File: src/rtl/fms_pkg.sv
package fms_pkg;
  localparam int MAX_SLOTS = 8;

  typedef enum logic [1:0] {ST_IDLE, ST_REC, ST_PLAY, ST_LED} fms_state_e;

  // Rows given to slot i when the array of 'total' rows is split n ways.
  function automatic int slot_rows(int total, int n, int i);
    int base;
    int spare;
    if (i >= n) return 0;
    if (total == 512 && n == 3) return (i == 0) ? 172 : 170;
    base  = total / n;
    spare = total % n;
    return base + ((i < spare) ? 1 : 0);
  endfunction
endpackage

File: src/rtl/fms_partition.sv
module fms_partition #(
  parameter int ROWS = 256,
  localparam int RW  = $clog2(ROWS),
  localparam int NS  = fms_pkg::MAX_SLOTS
) (
  input  logic                   clk,
  input  logic                   rst_n,
  input  logic [2:0]             code,
  output logic [NS-1:0][RW-1:0]  start_row,
  output logic [NS-1:0][RW-1:0]  last_row
);
  logic [NS-1:0][NS-1:0][RW:0] len_tbl;
  logic [NS-1:0][RW:0]         len;
  logic [NS:0][RW:0]           acc;

  for (genvar k = 0; k < NS; k++) begin : g_cnt
    for (genvar i = 0; i < NS; i++) begin : g_slot
      localparam int L = fms_pkg::slot_rows(ROWS, k + 1, i);
      assign len_tbl[k][i] = (RW+1)'(L);
    end
  end

  assign acc[0] = '0;
  for (genvar i = 0; i < NS; i++) begin : g_chain
    assign len[i]       = len_tbl[code][i];
    assign acc[i+1]     = acc[i] + len[i];
    assign start_row[i] = acc[i][RW-1:0];
    assign last_row[i]  = RW'(acc[i+1] - (RW+1)'(1));
  end

  AST_PART_FULL: assert property (@(posedge clk) disable iff (!rst_n)
    acc[4'(code) + 4'd1] == (RW+1)'(ROWS));
endmodule

File: src/rtl/fms_pick.sv
module fms_pick #(
  parameter int NS  = 8,
  localparam int IW = $clog2(NS)
) (
  input  logic          clk,
  input  logic          rst_n,
  input  logic [NS-1:0] req,
  input  logic [IW-1:0] top_idx,
  output logic          hit,
  output logic [IW-1:0] idx
);
  always_comb begin
    hit = 1'b0;
    idx = '0;
    for (int i = NS - 1; i >= 0; i--) begin
      if (req[i] && IW'(i) <= top_idx) begin
        hit = 1'b1;
        idx = IW'(i);
      end
    end
  end

  AST_PICK_ENABLED: assert property (@(posedge clk) disable iff (!rst_n)
    hit |-> (req[idx] && idx <= top_idx));
  AST_PICK_LOWEST: assert property (@(posedge clk) disable iff (!rst_n)
    hit |-> ((req & ((NS'(1) << idx) - NS'(1))) == '0));
endmodule

File: src/rtl/fms_seq.sv
module fms_seq import fms_pkg::*; #(
  parameter int LED_CYC = 16,
  parameter int RW      = 8,
  localparam int NS     = MAX_SLOTS,
  localparam int IW     = $clog2(NS),
  localparam int CW     = $clog2(LED_CYC + 1)
) (
  input  logic                  clk,
  input  logic                  rst_n,
  input  logic [2:0]            cfg_code,
  input  logic                  play_mode,
  input  logic [NS-1:0]         sel_n,
  input  logic                  row_tick,
  input  logic                  row_eom,
  input  logic [NS-1:0][RW-1:0] start_row,
  input  logic [NS-1:0][RW-1:0] last_row,
  input  logic                  pick_hit,
  input  logic [IW-1:0]         pick_idx,
  output logic [2:0]            code_q,
  output logic [NS-1:0]         falls,
  output logic [RW-1:0]         row_addr,
  output logic                  rec_en,
  output logic                  play_en,
  output logic                  eom_set,
  output logic                  led_n
);
  fms_state_e    state;
  logic          mode_q;
  logic [NS-1:0] sel_prev;
  logic [RW-1:0] row;
  logic [IW-1:0] slot;
  logic [CW-1:0] led_cnt;
  logic          own_fall, own_rel, at_last;

  assign falls    = sel_prev & ~sel_n;
  assign own_fall = falls[slot];
  assign own_rel  = sel_n[slot];
  assign at_last  = (row == last_row[slot]);

  always_ff @(posedge clk or negedge rst_n) begin
    if (!rst_n) begin
      state    <= ST_IDLE;
      mode_q   <= 1'b0;
      code_q   <= '0;
      sel_prev <= '1;
      row      <= '0;
      slot     <= '0;
      led_cnt  <= '0;
    end else begin
      sel_prev <= sel_n;
      unique case (state)
        ST_IDLE: begin
          if (pick_hit) begin
            slot  <= pick_idx;
            row   <= start_row[pick_idx];
            state <= mode_q ? ST_PLAY : ST_REC;
          end else begin
            code_q <= cfg_code;
            mode_q <= play_mode;
          end
        end
        ST_REC: begin
          if (own_rel || (row_tick && at_last)) begin
            state <= ST_IDLE;
            row   <= '0;
          end else if (row_tick) begin
            row <= row + RW'(1);
          end
        end
        ST_PLAY: begin
          if (own_fall) begin
            state <= ST_IDLE;
            row   <= '0;
          end else if (row_tick) begin
            if (row_eom) begin
              state   <= ST_LED;
              row     <= '0;
              led_cnt <= CW'(LED_CYC - 1);
            end else if (at_last) begin
              state <= ST_IDLE;
              row   <= '0;
            end else begin
              row <= row + RW'(1);
            end
          end
        end
        ST_LED: begin
          if (led_cnt == '0) state <= ST_IDLE;
          else led_cnt <= led_cnt - CW'(1);
        end
        default: state <= ST_IDLE;
      endcase
    end
  end

  assign row_addr = row;
  assign rec_en   = (state == ST_REC);
  assign play_en  = (state == ST_PLAY);
  assign eom_set  = (state == ST_REC) && (own_rel || (row_tick && at_last));
  assign led_n    = !((state == ST_REC) || (state == ST_LED));

  AST_ROW_IN_SLOT: assert property (@(posedge clk) disable iff (!rst_n)
    (rec_en || play_en) |-> (row >= start_row[slot] && row <= last_row[slot]));
  AST_ROW_STEP: assert property (@(posedge clk) disable iff (!rst_n)
    ((state == ST_REC || state == ST_PLAY) && state == $past(state))
      |-> (row == $past(row) || row == $past(row) + RW'(1)));
  AST_CFG_HOLD: assert property (@(posedge clk) disable iff (!rst_n)
    (state != ST_IDLE) |-> ($stable(code_q) && $stable(mode_q)));
  AST_EOM_ENDS: assert property (@(posedge clk) disable iff (!rst_n)
    eom_set |=> !rec_en);
  AST_LED_AFTER_PLAY: assert property (@(posedge clk) disable iff (!rst_n)
    (state == ST_LED && $past(state) != ST_LED) |-> $past(play_en));
endmodule

File: src/rtl/fms_slot_ctrl.sv
module fms_slot_ctrl import fms_pkg::*; #(
  parameter int ROWS    = 256,
  parameter int LED_CYC = 16
) (
  input  logic                     clk,
  input  logic                     rst_n,
  input  logic [2:0]               cfg_code,
  input  logic                     play_mode,
  input  logic [7:0]               sel_n,
  input  logic                     row_tick,
  input  logic                     row_eom,
  output logic [$clog2(ROWS)-1:0]  row_addr,
  output logic                     rec_en,
  output logic                     play_en,
  output logic                     eom_set,
  output logic                     led_n
);
  localparam int RW = $clog2(ROWS);
  localparam int NS = MAX_SLOTS;
  localparam int IW = $clog2(NS);

  logic [NS-1:0][RW-1:0] start_row, last_row;
  logic [2:0]            code_q;
  logic [NS-1:0]         falls;
  logic                  pick_hit;
  logic [IW-1:0]         pick_idx;

  fms_partition #(.ROWS(ROWS)) u_part (
    .clk(clk), .rst_n(rst_n), .code(code_q),
    .start_row(start_row), .last_row(last_row)
  );

  fms_pick #(.NS(NS)) u_pick (
    .clk(clk), .rst_n(rst_n), .req(falls), .top_idx(IW'(code_q)),
    .hit(pick_hit), .idx(pick_idx)
  );

  fms_seq #(.LED_CYC(LED_CYC), .RW(RW)) u_seq (
    .clk(clk), .rst_n(rst_n), .cfg_code(cfg_code), .play_mode(play_mode),
    .sel_n(sel_n), .row_tick(row_tick), .row_eom(row_eom),
    .start_row(start_row), .last_row(last_row),
    .pick_hit(pick_hit), .pick_idx(pick_idx),
    .code_q(code_q), .falls(falls), .row_addr(row_addr),
    .rec_en(rec_en), .play_en(play_en), .eom_set(eom_set), .led_n(led_n)
  );
endmodule

File: config.mk
export PLATFORM = sky130hd
export DESIGN_NAME = fms_slot_ctrl
export DESIGN_NICKNAME = d
export VERILOG_FILES = /design/src/rtl/fms_pkg.sv /design/src/rtl/fms_partition.sv /design/src/rtl/fms_pick.sv /design/src/rtl/fms_seq.sv /design/src/rtl/fms_slot_ctrl.sv
export SDC_FILE = /design/constraint.sdc
export NUM_CORES = 1
export LEC_CHECK = 0
export ABC_AREA = 1
export BUFFER_PORTS_ARGS = -buffer_cell sky130_fd_sc_hd__buf_2
export CELL_PAD_IN_SITES_DETAIL_PLACEMENT = 1
export CELL_PAD_IN_SITES_GLOBAL_PLACEMENT = 1
export CORE_ASPECT_RATIO = 1.2
export CORE_MARGIN = 2
export CORE_UTILIZATION = 48
export DETAILED_ROUTE_END_ITERATION = 12
export GPL_TIMING_DRIVEN = 1
export HOLD_SLACK_MARGIN = 0.06
export PLACE_DENSITY_LB_ADDON = 0.1
export SETUP_SLACK_MARGIN = 0.15
export SLEW_MARGIN = 20
export SYNTH_ARGS = -nofsm -noshare
export SYNTH_HDL_FRONTEND = slang
export SYNTH_SLANG_ARGS = --single-unit
File: constraint.sdc
create_clock -name clk -period 14.75 [get_ports clk]
set_input_delay 0 -clock clk [delete_from_list [all_inputs] [get_ports clk]]
set_output_delay 0 -clock clk [all_outputs]
set_load 0.005 [all_outputs]
Yosys cells after proc, flatten, opt, wreduce, memory -nomap -nowiden --
Memories as Yosys holds them, arrays and structs flattened. Cells that the tools add are included.
Storage, ports and cells: register bits after elaboration 30, bits in read-only memories 576, memories 1
Memory list:
- (no name shown) | words 8, width 72, read ports 1, clocked after memory_dff 0, write ports 0, RTL line fms_partition.sv:25 | assign len[i] = len_tbl[code][i];
Operators by class: $add $sub $neg 17, magnitude comparators 11, equal/unequal tests 14, muxes and demuxes 47, bitwise gates (word level) 3, reductions and logical operators 22
Operators with widths (count):
- two-way mux 8 bit | 9
- two-way mux 71 bit | 1
- subtractor 8 x 1 -> 8 bit, second input constant | 8
- adder 8 bit | 7
- binary-select mux 8 bit (select 3 bit) | 2
- two-way mux 3 bit | 8
- one-hot mux 8 bit (3 select lines) | 1
- two-way mux 5 bit | 4
- two-way mux 2 bit | 8
- <= comparator 3 bit, first input constant | 4
- less-than comparator 3 x 4 -> 1 bit, second input constant | 3
- logical AND 1 bit | 10
- two-way mux 1 bit | 10
- inequality test 2 bit, second input constant | 5
- one-hot mux 5 bit (2 select lines) | 1
- AND reduction 5 bit | 2
- adder 8 x 1 -> 8 bit, second input constant | 1
- AND 8 bit | 1
- equality test 8 bit | 1
- NOT 8 bit | 1
- one-hot mux 2 bit (4 select lines) | 1
- binary-select mux 1 bit (select 3 bit) | 2
- <= comparator 1 x 3 -> 1 bit, first input constant | 2
- <= comparator 2 x 3 -> 1 bit, first input constant | 2
- other kinds (15) | 20

Depth between registers and ports, before layout --
Gate-level depths: netlist of run 1.
word-level depth 18, mapped depth 63, mapped depth without buffers 61

By module --
Synthesis of run 1 repeated with hierarchy kept, for this count alone.
Unflattened totals: cell total of the unflattened synthesis 936, area total of the unflattened synthesis 5679.2 µm²
By module, submodules not included:
- fms_seq | instances 1, cells each 546, area each 3204.3 µm², seq. area each 760.7 µm²
- fms_partition | instances 1, cells each 352, area each 2303.5 µm², seq. area each 0.0 µm²
- fms_pick | instances 1, cells each 38, area each 171.4 µm², seq. area each 0.0 µm²

Least setup slack after synthesis of run 1 --
No wires, ideal clock.
path kind reg-to-reg, start register u_seq.code_q[1], end register u_seq.state[0], setup time 0.117 ns, arrival 7.570 ns, required time 14.633 ns, slack 7.064 ns, cell stages (with the launch flop) 61, path buffers 1, period minus slack after synthesis 7.686 ns, path through dfrtp_1 -> inv_1 -> ha_1 -> nand2_1 -> inv_1 -> nor2_1 -> inv_1 -> ha_1 -> nand2_1 -> nand2_1 -> nand2_1 -> inv_1 -> or2_2 -> clkbuf_1 -> inv_1 -> ha_1 -> nand3_1 -> nand4_1 -> (+25 left out) -> or2_2 -> nand3b_1 -> inv_1 -> nor2_1 -> nand2_1 -> nand2_1 -> nand2_1 -> nand2_1 -> nand2_1 -> nand2_1 -> nand2_1 -> nand4_2 -> nand3_2 -> nand2_4 -> inv_2 -> nand2_1 -> nand2_1 -> nand2_1
Between the ends: word-level cells in the longest chain between the ends 17, elaborated cells between the ends (all ways) 50, those cells by class add/sub (15); order compare (8); eq/ne (4); mux (11); reduce/logical (11); memory (1)
RTL lines:
- start, declared | RTL line fms_seq.sv:19 | output logic [2:0] code_q,
- start signal, assigned | RTL line fms_seq.sv:58 | code_q <= cfg_code;
- memory read (8 x 72 bit)
- two-way mux 71 bit (implied by the code) | RTL line fms_partition.sv:25
- adder 8 bit (7 in series) | RTL line fms_partition.sv:26 | assign acc[i+1] = acc[i] + len[i];
- subtractor 8 x 1 -> 8 bit | RTL line fms_partition.sv:28 | assign last_row[i] = RW'(acc[i+1] - (RW+1)'(1));
- binary-select mux 8 bit (select 3 bit) | RTL line fms_seq.sv:38 | assign at_last = (row == last_row[slot]);
- two-way mux 8 bit (implied by the code) | RTL line fms_seq.sv:38
- equality test 8 bit | RTL line fms_seq.sv:38
- logical AND 1 bit | RTL line fms_seq.sv:63 | if (own_rel || (row_tick && at_last)) begin
- logical OR 1 bit | RTL line fms_seq.sv:63
- inequality test 2 x 1 -> 1 bit (no source line)
- AND reduction 5 bit (no source line) *
- end signal, assigned | RTL line fms_seq.sv:56 | state <= mode_q ? ST_PLAY : ST_REC;
- end, declared | RTL line fms_seq.sv:27 | fms_state_e state;
Every way passes the cells marked *; elsewhere a longest branch is shown, timed or not. The select of a mux whose other input is x is not followed. A chain may end at the register's enable or synchronous reset.

Worst setup path in the final report of run 1 --
start register u_seq.code_q[0], end output port eom_set
Between the ends: word-level cells in the longest chain between the ends 16, elaborated cells between the ends (all ways) 23, those cells by class add/sub (15); eq/ne (1); mux (3); reduce/logical (3); memory (1)
RTL lines:
- memory read (8 x 72 bit) *
- two-way mux 71 bit (implied by the code) * | RTL line fms_partition.sv:25
- adder 8 bit (7 in series) | RTL line fms_partition.sv:26
- subtractor 8 x 1 -> 8 bit | RTL line fms_partition.sv:28
- binary-select mux 8 bit (select 3 bit) * | RTL line fms_seq.sv:38
- two-way mux 8 bit (implied by the code) * | RTL line fms_seq.sv:38
- equality test 8 bit * | RTL line fms_seq.sv:38
- logical AND 1 bit * | RTL line fms_seq.sv:99 | assign eom_set = (state == ST_REC) && (own_rel || (row_tick && at_last));
- logical OR 1 bit * | RTL line fms_seq.sv:99
- logical AND 1 bit * | RTL line fms_seq.sv:99
- end, declared | RTL line fms_slot_ctrl.sv:15 | output logic eom_set,
Marked as above.

==> results of run 1 <==
==> synth_stat cells, types with 5 or more instances <==
cell type	instances
nor3_1	10
nand3_1	76
dfrtp_1	22
or2_2	7
nand3b_1	5
o22ai_1	9
o21ai_0	56
nand2_2	9
o211ai_1	13
o221ai_1	5
dfstp_2	8
xnor2_1	9
ha_1	62
nor2_1	74
xor2_1	9
a31oi_1	6
inv_1	132
nand4_1	11
a21oi_1	46
clkbuf_1	14
nand2_1	264
inv_2	5
==> layout make-up <==
cell class	instances	share of cell area, %
clock inverter	1	0.0841
clock buffer	7	2.40
inverter	140	8.91
timing repair buffer	45	5.09
tap	132	2.77
sequential	30	12.8
multi-input combinational	716	68.0
==> through the flow <==
stage | hold slack, ns | std cells | cell area, um2
final | 0.221 | 1071 | 5950
after global routing | 0.246 | 1071 | 5950
after detailed placement | 0.0831 | 1050 | 5670
after floorplan | -0.296 | 906 | 5420
after CTS | 0.188 | 1071 | 5950
after global placement | 0.0732 | 1050 | 5670
==> final timing paths <==
path                             startpoint  depth (start not counted)           endpoint  slack, ns
setup / recovery            u_seq.code_q[0]                         54            eom_set       5.32
hold / removal                      row_eom                          5     u_seq.state[1]       0.22
setup reg to reg            u_seq.code_q[0]                         58     u_seq.state[0]       5.43
hold reg to reg            u_seq.led_cnt[2]                          1   u_seq.led_cnt[2]       0.52
max in group asynchronous             rst_n                          2    u_seq.code_q[0]      13.97
min in group asynchronous             rst_n                          2  u_seq.row_addr[0]       0.31
==> repair_timing <==
item / 4_1_cts / 5_1_grt
hold buffers: 13 / 0
hold endpoints to repair: 34 / 0
setup buffers: 0 / 0
==> layer usage <==
| layer | vias up | track usage [%] | wire length [um] |
|---|---|---|---|
| li1 | 3041 | - | - |
| met5 | - | 0 | 0 |
| met2 | 204 | 64.8 | 10800 |
| met3 | 77 | 3.12 | 1040 |
| met1 | 3088 | 43.0 | 8570 |
| met4 | 0 | 16.6 | 1030 |
==> state kept, by name, summed over array words and instances, names as in the netlist <==
name,flops
u_seq.row_addr,8
u_seq.sel_prev,8
u_seq.led_cnt,5
u_seq.code_q,3
u_seq.slot,3
u_seq.state,2
u_seq.mode_q,1
==> cells by family (layout without fill, tap and decap cells) <==
group / after synthesis / in the layout / synth area share, %
flip-flops: 30 / 30 / 14.0
AND/OR/NAND/NOR: 475 / 475 / 38.8
buffers and inverters: 160 / 193 / 11.4
AO/OA/AOI/OAI: 157 / 157 / 17.1
adder cells (fa/ha/maj): 66 / 66 / 15.8
XOR/XNOR: 18 / 18 / 2.91
==> worst max-delay path, delay by kind of cell (launching register included) <==
| kind | cells | cell delay [ns] |
|---|---|---|
| AO/OA/AOI/OAI | 6 | 0.97 |
| adder cells (fa/ha/maj) | 9 | 2.78 |
| XOR/XNOR | 1 | 0.13 |
| AND/OR/NAND/NOR | 25 | 3.37 |
| flip-flops | 1 | 0.67 |
| buffers and inverters | 13 | 1.21 |
==> metrics.csv, run 1 <==
stage;metric;value;unit
die;core.rowCount;42;
job;drv_cap;0;
clock_network;clk_latency;0.28;ns
synthesis;synth.cell_area;0.00542;mm2
synthesis;ys_seq_area_share;14.0;%
synthesis;synth_area_leaders;nand2_1, ha_1, dfrtp_1, inv_1, nand3_1;
timing;setup-violations-final;0;
setup_path;cp-start-kind;flop;
synthesis;synth_top_area_share;18.3;%
route;drt_iter0_drc;296;
clock_network;clock-sinks;30;
timing;finalCritPeriodShare;63.9;%
setup_path;critPathMaxStageDelay;0.67;ns
finish;antenna_cells;0;
finish;drive_gt1_share;9.16;%
route;wl_per_cell;20.0;um
synthesis;ys_types;52;
global_route;antenna_found_initial;0;
synthesis;synth_fp_nets;988;
place;hpwl;16.4;mm
finish;mostFrequentLayoutCell;nand2_1;
die;chipHeight;120;um
global_route;grt_first_pass_wirelength;34.2;mm
place;dpl_worst_slack;5.62;ns
setup_path;crit_path_top_delay_cell;dfrtp_1;
finish;fill_cells;1621;
global_route;grt_pass1_vias;6666;
timing;fmax;106;MHz
finish;syn_to_final_growth;9.79;%
synthesis;yosysTopAreaCell;nand2_1;
global_route;overflow;0;
setup_path;crit_path_frequent_cell;nand2_1;
synthesis;synth_flop_cell;dfrtp_1;
route;postRouteAntennaNets;0;
place;numPortBuffers;27;
finish;seqCellArea;761;um2
die;ios;28;
synthesis;synth-seq-cells;30;
global_route;grt_max_degree;31;
die;core_area;0.0110;mm2
finish;nets;1020;
timing;tightest_slew;1.10;ns
die;fp.dieArea;0.0122;mm2
clock_network;cts_tree;yes;
route;drtPass1Iterations;5;
die;start_util;49.1;%
timing;relSlewSlack;26.9;%
route;wl;21.4;mm
synthesis;synth_edf_count;0;
die;fp.dieW;101;um
clock_network;htreeDepth;2;
place;place_congestion;0.952;
finish;multi_input_area;0.00405;mm2
timing;setup-tns-final;0;ns
setup_path;cp.required;14.75;ns
outcome;outcome;complete, no violations;
route;num_vias;6410;
clock_network;clkSlewWorstSetupHoldPaths;0.05;ns
timing;post-route-min-period;9.43;ns
synthesis;synthCells;906;
setup_path;worst-setup-path-type;flop to output port;
route;drc;0;
synthesis;synth.avg_cell_area;5.98;um2
clock_network;cts_buffer_depth;2;
timing;hold_viol;0;
setup_path;end_kind;output port;
clock_network;ctsRootBufferMaster;clkbuf_16;
route;avgViaCountPerCell;5.99;
hold_path;hold_path.class;primary input to flop;
timing;rsz0062_at_grt;false;
global_route;grtUsageTotal;36.1;%
timing;drv_slew;0;
timing;fin_ws;5.32;ns
finish;layout_common_cells;nand2_1, inv_1, nand3_1;
synthesis;yosys_warnings;0;
synthesis;async_flop_share;100;%
finish;final_util;53.9;%
clock_network;cts_buffers;5;
setup_path;worstPathArrival;9.43;ns
clock_network;ctsResizeCount;0;
timing;skew;0.00618;ns
setup_path;worst-path-max-fanout;10;
Power of run 1 is not shown: default switching activity piles up to over one toggle a cycle in this logic, so the estimate is an artifact.
==> run 2: changes to the inputs <==
Settings changed: ABC_AREA 1 to 0.
Clock period 14.75 ns to 9.8 ns, I/O delays scaled along.
==> run 2 against run 1 <==
- via count fell by 4.1%
- count of clock-buffer cells in the layout decreased by 1
- cell count is 11% lower
- sequential share of layout area fell by 1.3 points
- area after synthesis increased by 12%
- register-to-register slack lost 4.7 ns
- hold slack improved by 0.032 ns
- synthesized cell count is 15% lower
- clock skew grew 0.0020 ns
- sequential cell count did not move
- critical path depth shrank 17
- global-route usage down 2.9 points
- highest routed layer unchanged
==> metrics.csv, run 2 <==
stage;metric;value;unit
finish;fill_cells;1565;
die;start_util;48.7;%
global_route;grt_first_pass_wirelength;35.4;mm
route;postRouteAntennaNets;0;
clock_network;cts_buffer_depth;2;
clock_network;clkSlewWorstSetupHoldPaths;0.06;ns
route;num_vias;6150;
clock_network;clk_latency;0.29;ns
die;core_area;0.0125;mm2
job;drv_cap;0;
outcome;outcome;complete, no violations;
timing;skew;0.00821;ns
setup_path;crit_path_top_delay_cell;dfrtp_2;
global_route;grtUsageTotal;33.2;%
finish;antenna_cells;0;
synthesis;synth_flop_cell;dfrtp_1;
finish;mostFrequentLayoutCell;nand2_1;
finish;drive_gt1_share;17.3;%
hold_path;hold_path_end;u_seq.state[0];
finish;final_util;53.3;%
synthesis;synth.area.mux_share;5.73;%
setup_path;cp-start-kind;flop;
synthesis;synth.avg_cell_area;7.90;um2
synthesis;yosys.area_share.simple;23.5;%
timing;rsz0062_at_grt;false;
hold_path;hold_path.class;primary input to flop;
synthesis;synthCells;771;
place;hpwl;17.2;mm
synthesis;synth-adder-area-share;14.0;%
die;ios;28;
synthesis;synth_top_family_by_area;compound AO/OA/AOI/OAI gates;
synthesis;synth.cell_area;0.00609;mm2
timing;relSlewSlack;40.6;%
global_route;antenna_found_initial;0;
finish;layout_common_cells;nand2_1, nor2_1, ha_1;
clock_network;cts_tree;yes;
timing;tightest_slew;0.891;ns
finish;multi_input_area;0.00497;mm2
setup_path;r2r-end;u_seq.row_addr[7];
clock_network;clock-sinks;30;
synthesis;synth_top_area_share;12.7;%
synthesis;synth-seq-cells;30;
timing;setup-tns-final;0;ns
setup_path;worst-setup-path-type;flop to output port;
hold_path;holdPathStages;5;
timing;drv_slew;0;
finish;seqCellArea;763;um2
place;dpl.cell_count;933;
finish;syn_to_final_growth;9.34;%
synthesis;synth_edf_count;0;
global_route;grt_pass1_vias;6342;
synthesis;async_flop_share;100;%
timing;holdWs;0.253;ns
synthesis;synthXorXnorAreaFrac;10.3;%
global_route;grt_max_degree;45;
timing;hold_viol;0;
timing;post-route-min-period;9.17;ns
setup_path;r2r_cells;37;
route;drt_iter0_drc;484;
die;chipHeight;127;um
synthesis;yosys_warnings;0;
synthesis;synth_compound_area_share;26.7;%
setup_path;worstPathArrival;9.17;ns
clock_network;ctsRootBufferMaster;clkbuf_16;
global_route;overflow;0;
synthesis;synth_area_leaders;ha_1, dfrtp_1, xnor2_1, nand2_1, nor2_1;
setup_path;critPathMaxStageDelay;0.47;ns
setup_path;r2r_slack;0.76;ns
die;fp.dieArea;0.0136;mm2
clock_network;cts_buffers;5;
route;wl_per_cell;23.5;um
synthesis;ys_types;107;
setup_path;worst-path-max-fanout;11;
setup_path;end_kind;output port;
hold_path;hp-start;row_eom;
setup_path;cp.required;9.80;ns
route;wl;22.4;mm
setup_path;crit_path_frequent_cell;ha_1;
finish;nets;871;
route;avgViaCountPerCell;6.45;
die;fp.dieW;107;um
synthesis;synth_fp_nets;853;
place;numPortBuffers;27;
timing;finalCritPeriodShare;93.6;%
synthesis;synth_common_cells;nand2_1, nor2_1, ha_1, inv_1, a21oi_1;
route;drtPass1Iterations;5;
synthesis;synth_most_common_cell;nand2_1;
clock_network;htreeDepth;2;
place;place_congestion;1.00;
setup_path;r2r_start;u_seq.code_q[1];
die;core.rowCount;45;
synthesis;ys_seq_area_share;12.5;%
timing;fmax;109;MHz
route;drc;0;
finish;final_cells;954;
synthesis;yosysTopAreaCell;ha_1;
timing;setup-violations-final;0;
## run 2: how the worst max path moves through the flow
stage / from / endpoint / slack (ns)
floorplan: u_seq.code_q[0] / u_seq.row_addr[7] / 1.09
global placement: u_seq.code_q[1] / u_seq.row_addr[7] / 0.56
finish: u_seq.code_q[1] / eom_set / 0.63
detailed placement: u_seq.code_q[1] / u_seq.row_addr[7] / 0.1
CTS: u_seq.code_q[1] / eom_set / 0.21
global route: u_seq.code_q[1] / eom_set / 0.15
## run 2: repair_timing
action	in CTS	in global routing
resized for setup	2	12
setup endpoints to repair	3	11
hold buffers	13	0
endpoints found under the hold margin	34	0
setup buffers	0	0
## run 2: final cells by class
| type | count | area share [%] |
|---|---|---|
| clock inverters | 2 | 0.188 |
| repair buffers | 54 | 5.56 |
| multi-input cells | 645 | 74.6 |
| flip-flops and latches | 30 | 11.5 |
| well taps | 164 | 3.08 |
| inverters | 53 | 2.99 |
| clock buffers | 6 | 2.08 |
## run 2: cells by family (layout without fill, tap and decap cells)
family	Yosys count	after routing
adders and majority gates	66	66
DFF	30	30
muxes	25	25
buffers and inverters	96	115
xor gates and xnor gates	60	60
AOI/OAI and AO/OA	217	217
and+or+nand+nor	277	277
## run 2: metal layers
layer / part of all wire (%) / vias to the layer above / global-route usage, %
li1: - / 2832 / -
met1: 40 / 3062 / 40.1
met2: 51 / 200 / 58.7
met3: 4.8 / 56 / 3.42
met4: 4.3 / 0 / 15.8
met5: 0 / - / 0
## run 2: critical path, delay by kind of cell (launching register included)
family	cells	cell delay (ns)
buffers and inverters	4	0.49
xor gates and xnor gates	4	0.65
adders and majority gates	9	2.79
DFF	1	0.47
and+or+nand+nor	8	1.57
AOI/OAI and AO/OA	12	2.91
## run 2: metrics by stage
| step | worst slack [ns] | cell area, um2 |
|---|---|---|
| after floorplan | 1.09 | 6090 |
| after global placement | 0.557 | 6300 |
| after detailed placement | 0.0961 | 6300 |
| after CTS | 0.210 | 6590 |
| after global routing | 0.147 | 6660 |
| final | 0.628 | 6660 |
Power of run 2 is left out for the same reason.
